**src/rtl/pwr_seq_pkg.sv**
```systemverilog
// Package: shared state and command types plus the time-to-cycle helper
// used by the SDRAM power sequencer. Assumes times in ns and periods in ps.
package pwr_seq_pkg;

    typedef enum logic [3:0] {
        ST_STABLE,
        ST_PREA,
        ST_PREA_W,
        ST_REF,
        ST_REF_W,
        ST_MRS,
        ST_MRS_W,
        ST_EMRS,
        ST_EMRS_W,
        ST_READY,
        ST_DPD_PRE,
        ST_DPD_PRE_W,
        ST_DPD_ENTER,
        ST_DPD
    } seq_state_t;

    typedef enum logic [2:0] {
        CMD_NOP,
        CMD_PREA,
        CMD_REF,
        CMD_MRS,
        CMD_EMRS,
        CMD_DPD
    } seq_cmd_t;

    // Round a time in ns up to whole clock cycles, never below floor_cyc.
    function automatic int ns_to_cyc(input int ns, input int period_ps, input int floor_cyc);
        int v;
        v = (ns * 1000 + period_ps - 1) / period_ps;
        return (v < floor_cyc) ? floor_cyc : v;
    endfunction

endpackage

```
**src/rtl/pwr_seq_timer.sv**
```systemverilog
// Module: loadable down counter that times the gap between commands.
// It reports done in the last cycle of a wait, when the count is 1.
// Assumes every load value is at least 1. The reset value starts the
// power-on settle wait.
module pwr_seq_timer #(
    parameter int            CW      = 16,
    parameter logic [CW-1:0] RST_VAL = '0
) (
    input  logic          clk,
    input  logic          rst_n,
    input  logic          load,
    input  logic [CW-1:0] load_val,
    output logic          done
);

    logic [CW-1:0] cnt;

    // Load on command, else count down to zero and hold there.
    always_ff @(posedge clk) begin
        if (!rst_n) begin
            cnt <= RST_VAL;
        end else if (load) begin
            cnt <= load_val;
        end else if (cnt != '0) begin
            cnt <= cnt - 1'b1;
        end
    end

    // Final cycle of the wait.
    assign done = (cnt == CW'(1));

    AST_TMR_LOAD_NONZERO: assert property (@(posedge clk) disable iff (!rst_n)
        load |-> (load_val != '0));

endmodule

```
**src/rtl/pwr_seq_refcnt.sv**
```systemverilog
// Module: counts the auto-refresh commands issued in one initialization
// pass. It is cleared at the start of each pass and raises last once
// REF_COUNT refreshes have gone out.
module pwr_seq_refcnt #(
    parameter int REF_COUNT = 8
) (
    input  logic clk,
    input  logic rst_n,
    input  logic clr,
    input  logic inc,
    output logic last
);

    localparam int RW = $clog2(REF_COUNT + 1);

    logic [RW-1:0] cnt;

    // Track the refreshes issued since the last clear.
    always_ff @(posedge clk) begin
        if (!rst_n || clr) begin
            cnt <= '0;
        end else if (inc) begin
            cnt <= cnt + 1'b1;
        end
    end

    // All required refreshes have been issued.
    assign last = (cnt == RW'(REF_COUNT));

    AST_REF_NO_OVERRUN: assert property (@(posedge clk) disable iff (!rst_n)
        inc |-> !last);

endmodule

```
**src/rtl/pwr_seq_pins.sv**
```systemverilog
// Module: turns the abstract command and the sleep flag into SDRAM pin
// levels. Purely combinational. Assumes ROW_W > AP_BIT.
module pwr_seq_pins
    import pwr_seq_pkg::*;
#(
    parameter int               ROW_W   = 13,
    parameter int               AP_BIT  = 10,
    parameter logic [ROW_W-1:0] MODE_OP = '0,
    parameter logic [ROW_W-1:0] EXT_OP  = '0
) (
    input  seq_cmd_t         cmd,
    input  logic             sleep,
    output logic             cke,
    output logic             cs_n,
    output logic             ras_n,
    output logic             cas_n,
    output logic             we_n,
    output logic [1:0]       ba,
    output logic [ROW_W-1:0] addr
);

    // Encode the command onto chip select, strobes, bank and address.
    always_comb begin
        cke   = !sleep;
        cs_n  = 1'b0;
        ras_n = 1'b1;
        cas_n = 1'b1;
        we_n  = 1'b1;
        ba    = 2'b00;
        addr  = '0;
        case (cmd)
            CMD_PREA: begin
                ras_n        = 1'b0;
                we_n         = 1'b0;
                addr[AP_BIT] = 1'b1;
            end
            CMD_REF: begin
                ras_n = 1'b0;
                cas_n = 1'b0;
            end
            CMD_MRS: begin
                ras_n = 1'b0;
                cas_n = 1'b0;
                we_n  = 1'b0;
                addr  = MODE_OP;
            end
            CMD_EMRS: begin
                ras_n = 1'b0;
                cas_n = 1'b0;
                we_n  = 1'b0;
                ba    = 2'b10;
                addr  = EXT_OP;
            end
            CMD_DPD: begin
                we_n = 1'b0;
            end
            default: begin
            end
        endcase
    end

endmodule

```
**src/rtl/sdram_pwr_seq.sv**
```systemverilog
// Module: SDRAM initialization and deep-sleep sequencer (top).
// Runs settle wait, precharge-all, REF_COUNT refreshes, mode load and
// extended load, then flags ready. It enters deep sleep on request and
// repeats the full sequence after a wake. Every gap is counted in cycles
// derived from CLK_PERIOD_PS. Assumes the clock runs from reset onward.
module sdram_pwr_seq
    import pwr_seq_pkg::*;
#(
    parameter int               CLK_PERIOD_PS = 7500,
    parameter int               STABLE_NS     = 200000,
    parameter int               TRP_NS        = 19,
    parameter int               TRC_NS        = 65,
    parameter int               MRD_CYC       = 2,
    parameter int               REF_COUNT     = 8,
    parameter int               ROW_W         = 13,
    parameter int               AP_BIT        = 10,
    parameter logic [ROW_W-1:0] MODE_OP       = ROW_W'('h032),
    parameter logic [ROW_W-1:0] EXT_OP        = ROW_W'('h000)
) (
    input  logic             clk,
    input  logic             rst_n,
    input  logic             dpd_req,
    input  logic             wake_req,
    output logic             cke,
    output logic             cs_n,
    output logic             ras_n,
    output logic             cas_n,
    output logic             we_n,
    output logic [1:0]       ba,
    output logic [ROW_W-1:0] addr,
    output logic             ready
);

    localparam int STABLE_CYC = ns_to_cyc(STABLE_NS, CLK_PERIOD_PS, 2);
    localparam int TRP_CYC    = ns_to_cyc(TRP_NS, CLK_PERIOD_PS, 2);
    localparam int TRC_CYC    = ns_to_cyc(TRC_NS, CLK_PERIOD_PS, 2);
    localparam int MRD_GAP    = (MRD_CYC < 2) ? 2 : MRD_CYC;
    localparam int GAP_A      = (TRP_CYC > TRC_CYC) ? TRP_CYC : TRC_CYC;
    localparam int GAP_B      = (GAP_A > MRD_GAP) ? GAP_A : MRD_GAP;
    localparam int MAX_CYC    = (GAP_B > STABLE_CYC) ? GAP_B : STABLE_CYC;
    localparam int CW         = $clog2(MAX_CYC + 1);

    seq_state_t    state, nxt;
    seq_cmd_t      cmd;
    logic          tmr_load;
    logic [CW-1:0] tmr_val;
    logic          tmr_done;
    logic          ref_clr;
    logic          ref_inc;
    logic          ref_last;
    logic          sleep;

    // Gap timer shared by every wait in the sequence.
    pwr_seq_timer #(
        .CW      (CW),
        .RST_VAL (CW'(STABLE_CYC))
    ) u_timer (
        .clk      (clk),
        .rst_n    (rst_n),
        .load     (tmr_load),
        .load_val (tmr_val),
        .done     (tmr_done)
    );

    // Counter of refreshes within one initialization pass.
    pwr_seq_refcnt #(
        .REF_COUNT (REF_COUNT)
    ) u_refcnt (
        .clk   (clk),
        .rst_n (rst_n),
        .clr   (ref_clr),
        .inc   (ref_inc),
        .last  (ref_last)
    );

    // Pin encoder for the command chosen this cycle.
    pwr_seq_pins #(
        .ROW_W   (ROW_W),
        .AP_BIT  (AP_BIT),
        .MODE_OP (MODE_OP),
        .EXT_OP  (EXT_OP)
    ) u_pins (
        .cmd   (cmd),
        .sleep (sleep),
        .cke   (cke),
        .cs_n  (cs_n),
        .ras_n (ras_n),
        .cas_n (cas_n),
        .we_n  (we_n),
        .ba    (ba),
        .addr  (addr)
    );

    // Sequencer state register; reset starts the power-on settle wait.
    always_ff @(posedge clk) begin
        if (!rst_n) begin
            state <= ST_STABLE;
        end else begin
            state <= nxt;
        end
    end

    // Next state, command, timer loads and refresh bookkeeping.
    always_comb begin
        nxt      = state;
        cmd      = CMD_NOP;
        tmr_load = 1'b0;
        tmr_val  = '0;
        ref_clr  = 1'b0;
        ref_inc  = 1'b0;
        case (state)
            ST_STABLE: begin
                if (tmr_done) nxt = ST_PREA;
            end
            ST_PREA: begin
                cmd      = CMD_PREA;
                tmr_load = 1'b1;
                tmr_val  = CW'(TRP_CYC - 1);
                ref_clr  = 1'b1;
                nxt      = ST_PREA_W;
            end
            ST_PREA_W: begin
                if (tmr_done) nxt = ST_REF;
            end
            ST_REF: begin
                cmd      = CMD_REF;
                tmr_load = 1'b1;
                tmr_val  = CW'(TRC_CYC - 1);
                ref_inc  = 1'b1;
                nxt      = ST_REF_W;
            end
            ST_REF_W: begin
                if (tmr_done) nxt = ref_last ? ST_MRS : ST_REF;
            end
            ST_MRS: begin
                cmd      = CMD_MRS;
                tmr_load = 1'b1;
                tmr_val  = CW'(MRD_GAP - 1);
                nxt      = ST_MRS_W;
            end
            ST_MRS_W: begin
                if (tmr_done) nxt = ST_EMRS;
            end
            ST_EMRS: begin
                cmd      = CMD_EMRS;
                tmr_load = 1'b1;
                tmr_val  = CW'(MRD_GAP - 1);
                nxt      = ST_EMRS_W;
            end
            ST_EMRS_W: begin
                if (tmr_done) nxt = ST_READY;
            end
            ST_READY: begin
                if (dpd_req) nxt = ST_DPD_PRE;
            end
            ST_DPD_PRE: begin
                cmd      = CMD_PREA;
                tmr_load = 1'b1;
                tmr_val  = CW'(TRP_CYC - 1);
                nxt      = ST_DPD_PRE_W;
            end
            ST_DPD_PRE_W: begin
                if (tmr_done) nxt = ST_DPD_ENTER;
            end
            ST_DPD_ENTER: begin
                cmd = CMD_DPD;
                nxt = ST_DPD;
            end
            ST_DPD: begin
                if (wake_req) begin
                    tmr_load = 1'b1;
                    tmr_val  = CW'(STABLE_CYC);
                    nxt      = ST_STABLE;
                end
            end
            default: nxt = ST_STABLE;
        endcase
    end

    // Clock enable is low from the sleep command until the wake.
    assign sleep = (state == ST_DPD_ENTER) || (state == ST_DPD);
    assign ready = (state == ST_READY);

    AST_DPD_ENTRY_CMD: assert property (@(posedge clk) disable iff (!rst_n)
        $fell(cke) |-> (!cs_n && ras_n && cas_n && !we_n));
    AST_DPD_AFTER_PREA: assert property (@(posedge clk) disable iff (!rst_n)
        (cmd == CMD_DPD) |-> ($past(state) == ST_DPD_PRE_W));
    AST_READY_QUIET: assert property (@(posedge clk) disable iff (!rst_n)
        ready |-> (cke && !cs_n && ras_n && cas_n && we_n));
    AST_REG_LOAD_GAP: assert property (@(posedge clk) disable iff (!rst_n)
        (!cs_n && !ras_n && !cas_n && !we_n) |=> (!cs_n && ras_n && cas_n && we_n));
    AST_READY_RISE: assert property (@(posedge clk) disable iff (!rst_n)
        $rose(ready) |-> ($past(state) == ST_EMRS_W));
    AST_WAKE_NOP: assert property (@(posedge clk) disable iff (!rst_n)
        $rose(cke) |-> (!cs_n && ras_n && cas_n && we_n));

endmodule

```
**config.mk**
```make
export PLATFORM = sky130hd
export DESIGN_NAME = sdram_pwr_seq
export DESIGN_NICKNAME = d
export VERILOG_FILES = /design/src/rtl/pwr_seq_pkg.sv /design/src/rtl/pwr_seq_timer.sv /design/src/rtl/pwr_seq_refcnt.sv /design/src/rtl/pwr_seq_pins.sv /design/src/rtl/sdram_pwr_seq.sv
export SDC_FILE = /design/constraint.sdc
export NUM_CORES = 1
export LEC_CHECK = 0
export CORE_ASPECT_RATIO = 1.1
export CORE_MARGIN = 1
export CORE_UTILIZATION = 40
export CTS_CLUSTER_SIZE = 20
export DETAILED_ROUTE_END_ITERATION = 8
export PLACE_DENSITY = 0.6
export SYNTH_ARGS = -nofsm -noshare
export SYNTH_HDL_FRONTEND = slang
export SYNTH_SLANG_ARGS = --single-unit
```
**constraint.sdc**
```tcl
create_clock -name clk -period 2.85 [get_ports clk]
set_clock_uncertainty 0.2 [all_clocks]
set_input_delay 0.57 -clock clk [delete_from_list [all_inputs] [get_ports clk]]
set_output_delay 0.57 -clock clk [all_outputs]
set_load 0.05 [all_outputs]
```
==> flow_summary.ini <==
[pwr]
combPwrFrac_pct = 11.1
power_density_mw_per_mm2 = 315
pwr-share-seq_pct = 54.1
p_sw_uw = 171
p_int_uw = 443
irDropWorstVdd_mv = 0.133
switching_share_pct = 27.9
clkPwrFrac_pct = 34.8
p_leak_uw = 0.000757

[critical_path]
r2r_cells = 6
path_class = in2out
r2r-start = u_timer.cnt[0]
critPathCaptureType = output pin
arrival_ns = 1.88
cp_max_fo = 5
r2r_end = u_timer.cnt[4]
cp.required_ns = 2.08
crit_path_start = wake_req
reg2reg_setup_slack_ns = 0.48
critPathLaunchType = input port

[synth]
netlist_instances = 208
synth_seq_cells = 23
synth_top_area_share_pct = 27.5
yosysTopAreaCell = dfxtp_1
synthFlopType = dfxtp_1
syn_avg_cell_area_sq_um = 8.04
ys_warn_count = 0
synth-edff-count = 0
async_reset_ff_share_pct = 0
synth_area_sq_mm = 0.00167
synth_cell_types = 59
seq_area_frac_synth_pct = 27.5
synth_area_leaders = dfxtp_1 (28%), buf_4 (5.8%), a21oi_1 (3.6%)

[finish]
fin_cells = 274
drive_above_1_share_pct = 15.3
n_antenna_cell = 0
multi_input_area_sq_mm = 0.00108
regArea_sq_um = 460
area_delta_synth_final_pct = 16.5
final_core_util_pct = 48.8
final_cell_mix = dfxtp_1 (23), nor2_1 (16), buf_4 (14), a21oi_1 (12)
nets = 231
num-fill-cells = 400
final_common_cell = dfxtp_1

[global_routing]
grt_use_total_pct = 18.1
antenna_found_initial = 0
grt_pass1_wl_microns = 6420
grt-busiest-layer = met2
overflow = 0
grt_max_degree = 17
use_met1_pct = 22.8
use_met2_pct = 30.9
met3_usage_pct = 2.14
grt_pass1_vias = 1389

[placed_design]
gp_congestion = 0.770
dp.cells = 270
port_buffers = 13
dpl.hpwl_microns = 2830

[clock_network]
post-cts-setup-buffers = 0
cts.sinks = 23
htree_num_levels = 1
cts_made_buffers = 3
clk_path_buf_depth = 2
clkTransAtPathRegs_ns = 0.08
cts_hold_buf = 0
cts_root_buffer = clkbuf_8
clock_latency_ns = 0.27
cts_tree = yes
cts_resized = 0

[detailed_routing]
drtPass1Iterations = 4
wirelength_microns = 3850
drt_iter0_markers = 113
num_vias = 1557
ant_nets = 0
avgRoutedWirePerCell_microns = 14.1
avgViaCountPerCell = 5.68
drc = 0

[sta]
layout_min_cycle_time_ns = 2.65
slew_viol_final = 0
setup-tns-final_ns = 0
rsz0062_at_grt = no
tightest_slew_ns = 0.543
finalHoldViolations = 0
max_freq_ghz = 0.378
slew_headroom_pct = 63.5
setup_viol = 0
fin_crit_sh_pct = 92.9

[die]
die_w_microns = 63.7
die_area_sq_mm = 0.00445
rows = 24
io_pins = 25
die_y_microns = 69.8
core_region_area_sq_mm = 0.00399
initial_utilization_pct = 41.9

[outcome]
status = complete, no violations

[min_path]
hold_path.startpoint = u_timer.cnt[6]
hold_path.class = reg2reg
holdPathEnd = u_timer.cnt[6]
hold_depth = 2

[run]
maxCapViolations = 0
==> kinds of logic after synthesis <==
logic type,count (synthesis),share of synthesized area (%)
adders and majority gates,4,2.99
AOI/OAI and AO/OA,50,20.3
DFF,23,27.5
buffers and inverters,32,10.2
xor gates and xnor gates,4,2.09
and+or+nand+nor,88,32.9
other,1,0.224
muxes,6,3.74
==> how the worst max path moves through the flow <==
stage,endpoint,slack [ns],cells after the start
after floorplan,cas_n,0.26,3
after global placement,ras_n,0.22,5
after detailed placement,ras_n,0.20,5
after CTS,ras_n,0.19,5
after global routing,ras_n,0.15,5
final,ras_n,0.20,5
==> stage by stage <==
stage               hold slack [ns]  worst slack [ns]  power (uW)  area, sq um
floorplan                     0.261             0.262         403         1720
global placement              0.280             0.222         408         1900
detailed placement            0.288             0.198         408         1900
CTS                           0.302             0.194         617         1950
global route                  0.324             0.148         639         1950
finish                        0.299             0.202         614         1950
==> synth_stat cells (2+ instances only) <==
master / instances
o21ai_0: 11
inv_1: 7
xor2_1: 3
and2_1: 3
or3_1: 3
nand3b_1: 4
o31ai_1: 2
a21boi_0: 3
buf_2: 2
a21o_1: 2
nor4_1: 3
nor3_1: 9
nand2_1: 11
o2111ai_1: 2
ha_1: 4
nor3b_1: 3
nand4_1: 4
nor2b_1: 3
nand3_1: 2
and3_1: 2
and4_1: 3
or4_1: 6
a211oi_1: 2
mux2i_1: 4
nand2b_1: 3
and4b_1: 3
nor2_1: 16
a2111oi_0: 2
buf_4: 13
a2111o_1: 3
dfxtp_1: 23
clkbuf_1: 8
nor4b_1: 2
a21oi_1: 12
==> cell type report <==
| class | instances | area share [%] |
|---|---|---|
| multi-input combinational | 163 | 55.6 |
| sequential | 23 | 23.6 |
| timing repair buffer | 24 | 13.6 |
| tap | 52 | 3.34 |
| clock buffer | 4 | 2.31 |
| inverter | 8 | 1.54 |
==> worst max-delay path, cell delays in order <==
cell             delay (ns)
clkdlybuf4s50_1        0.42
and4b_1                0.22
or3_1                  0.39
nand2_1                0.14
buf_12                 0.14
==> flip-flops by register name, summed over array words and instances (netlist names) <==
register and flops:
u_refcnt.cnt 4, u_timer.cnt 15, state 4
==> power groups by stage <==
stage	combinational, uW	sequential, uW	clock, uW
3_5_place_dp	67.7	340	0
6_report	68.3	332	214
2_1_floorplan	64.7	339	0
5_1_grt	74.1	334	231
3_3_place_gp	67.8	340	0
4_1_cts	68.0	332	217
==> routing by layer <==
metal  vias up  routed length, microns
met4         0                      54
met5         -                       0
li1        784                       -
met3         5                     131
met2        39                    1840
met1       729                    1830
Note: power is estimated with default switching activity, not from simulation.
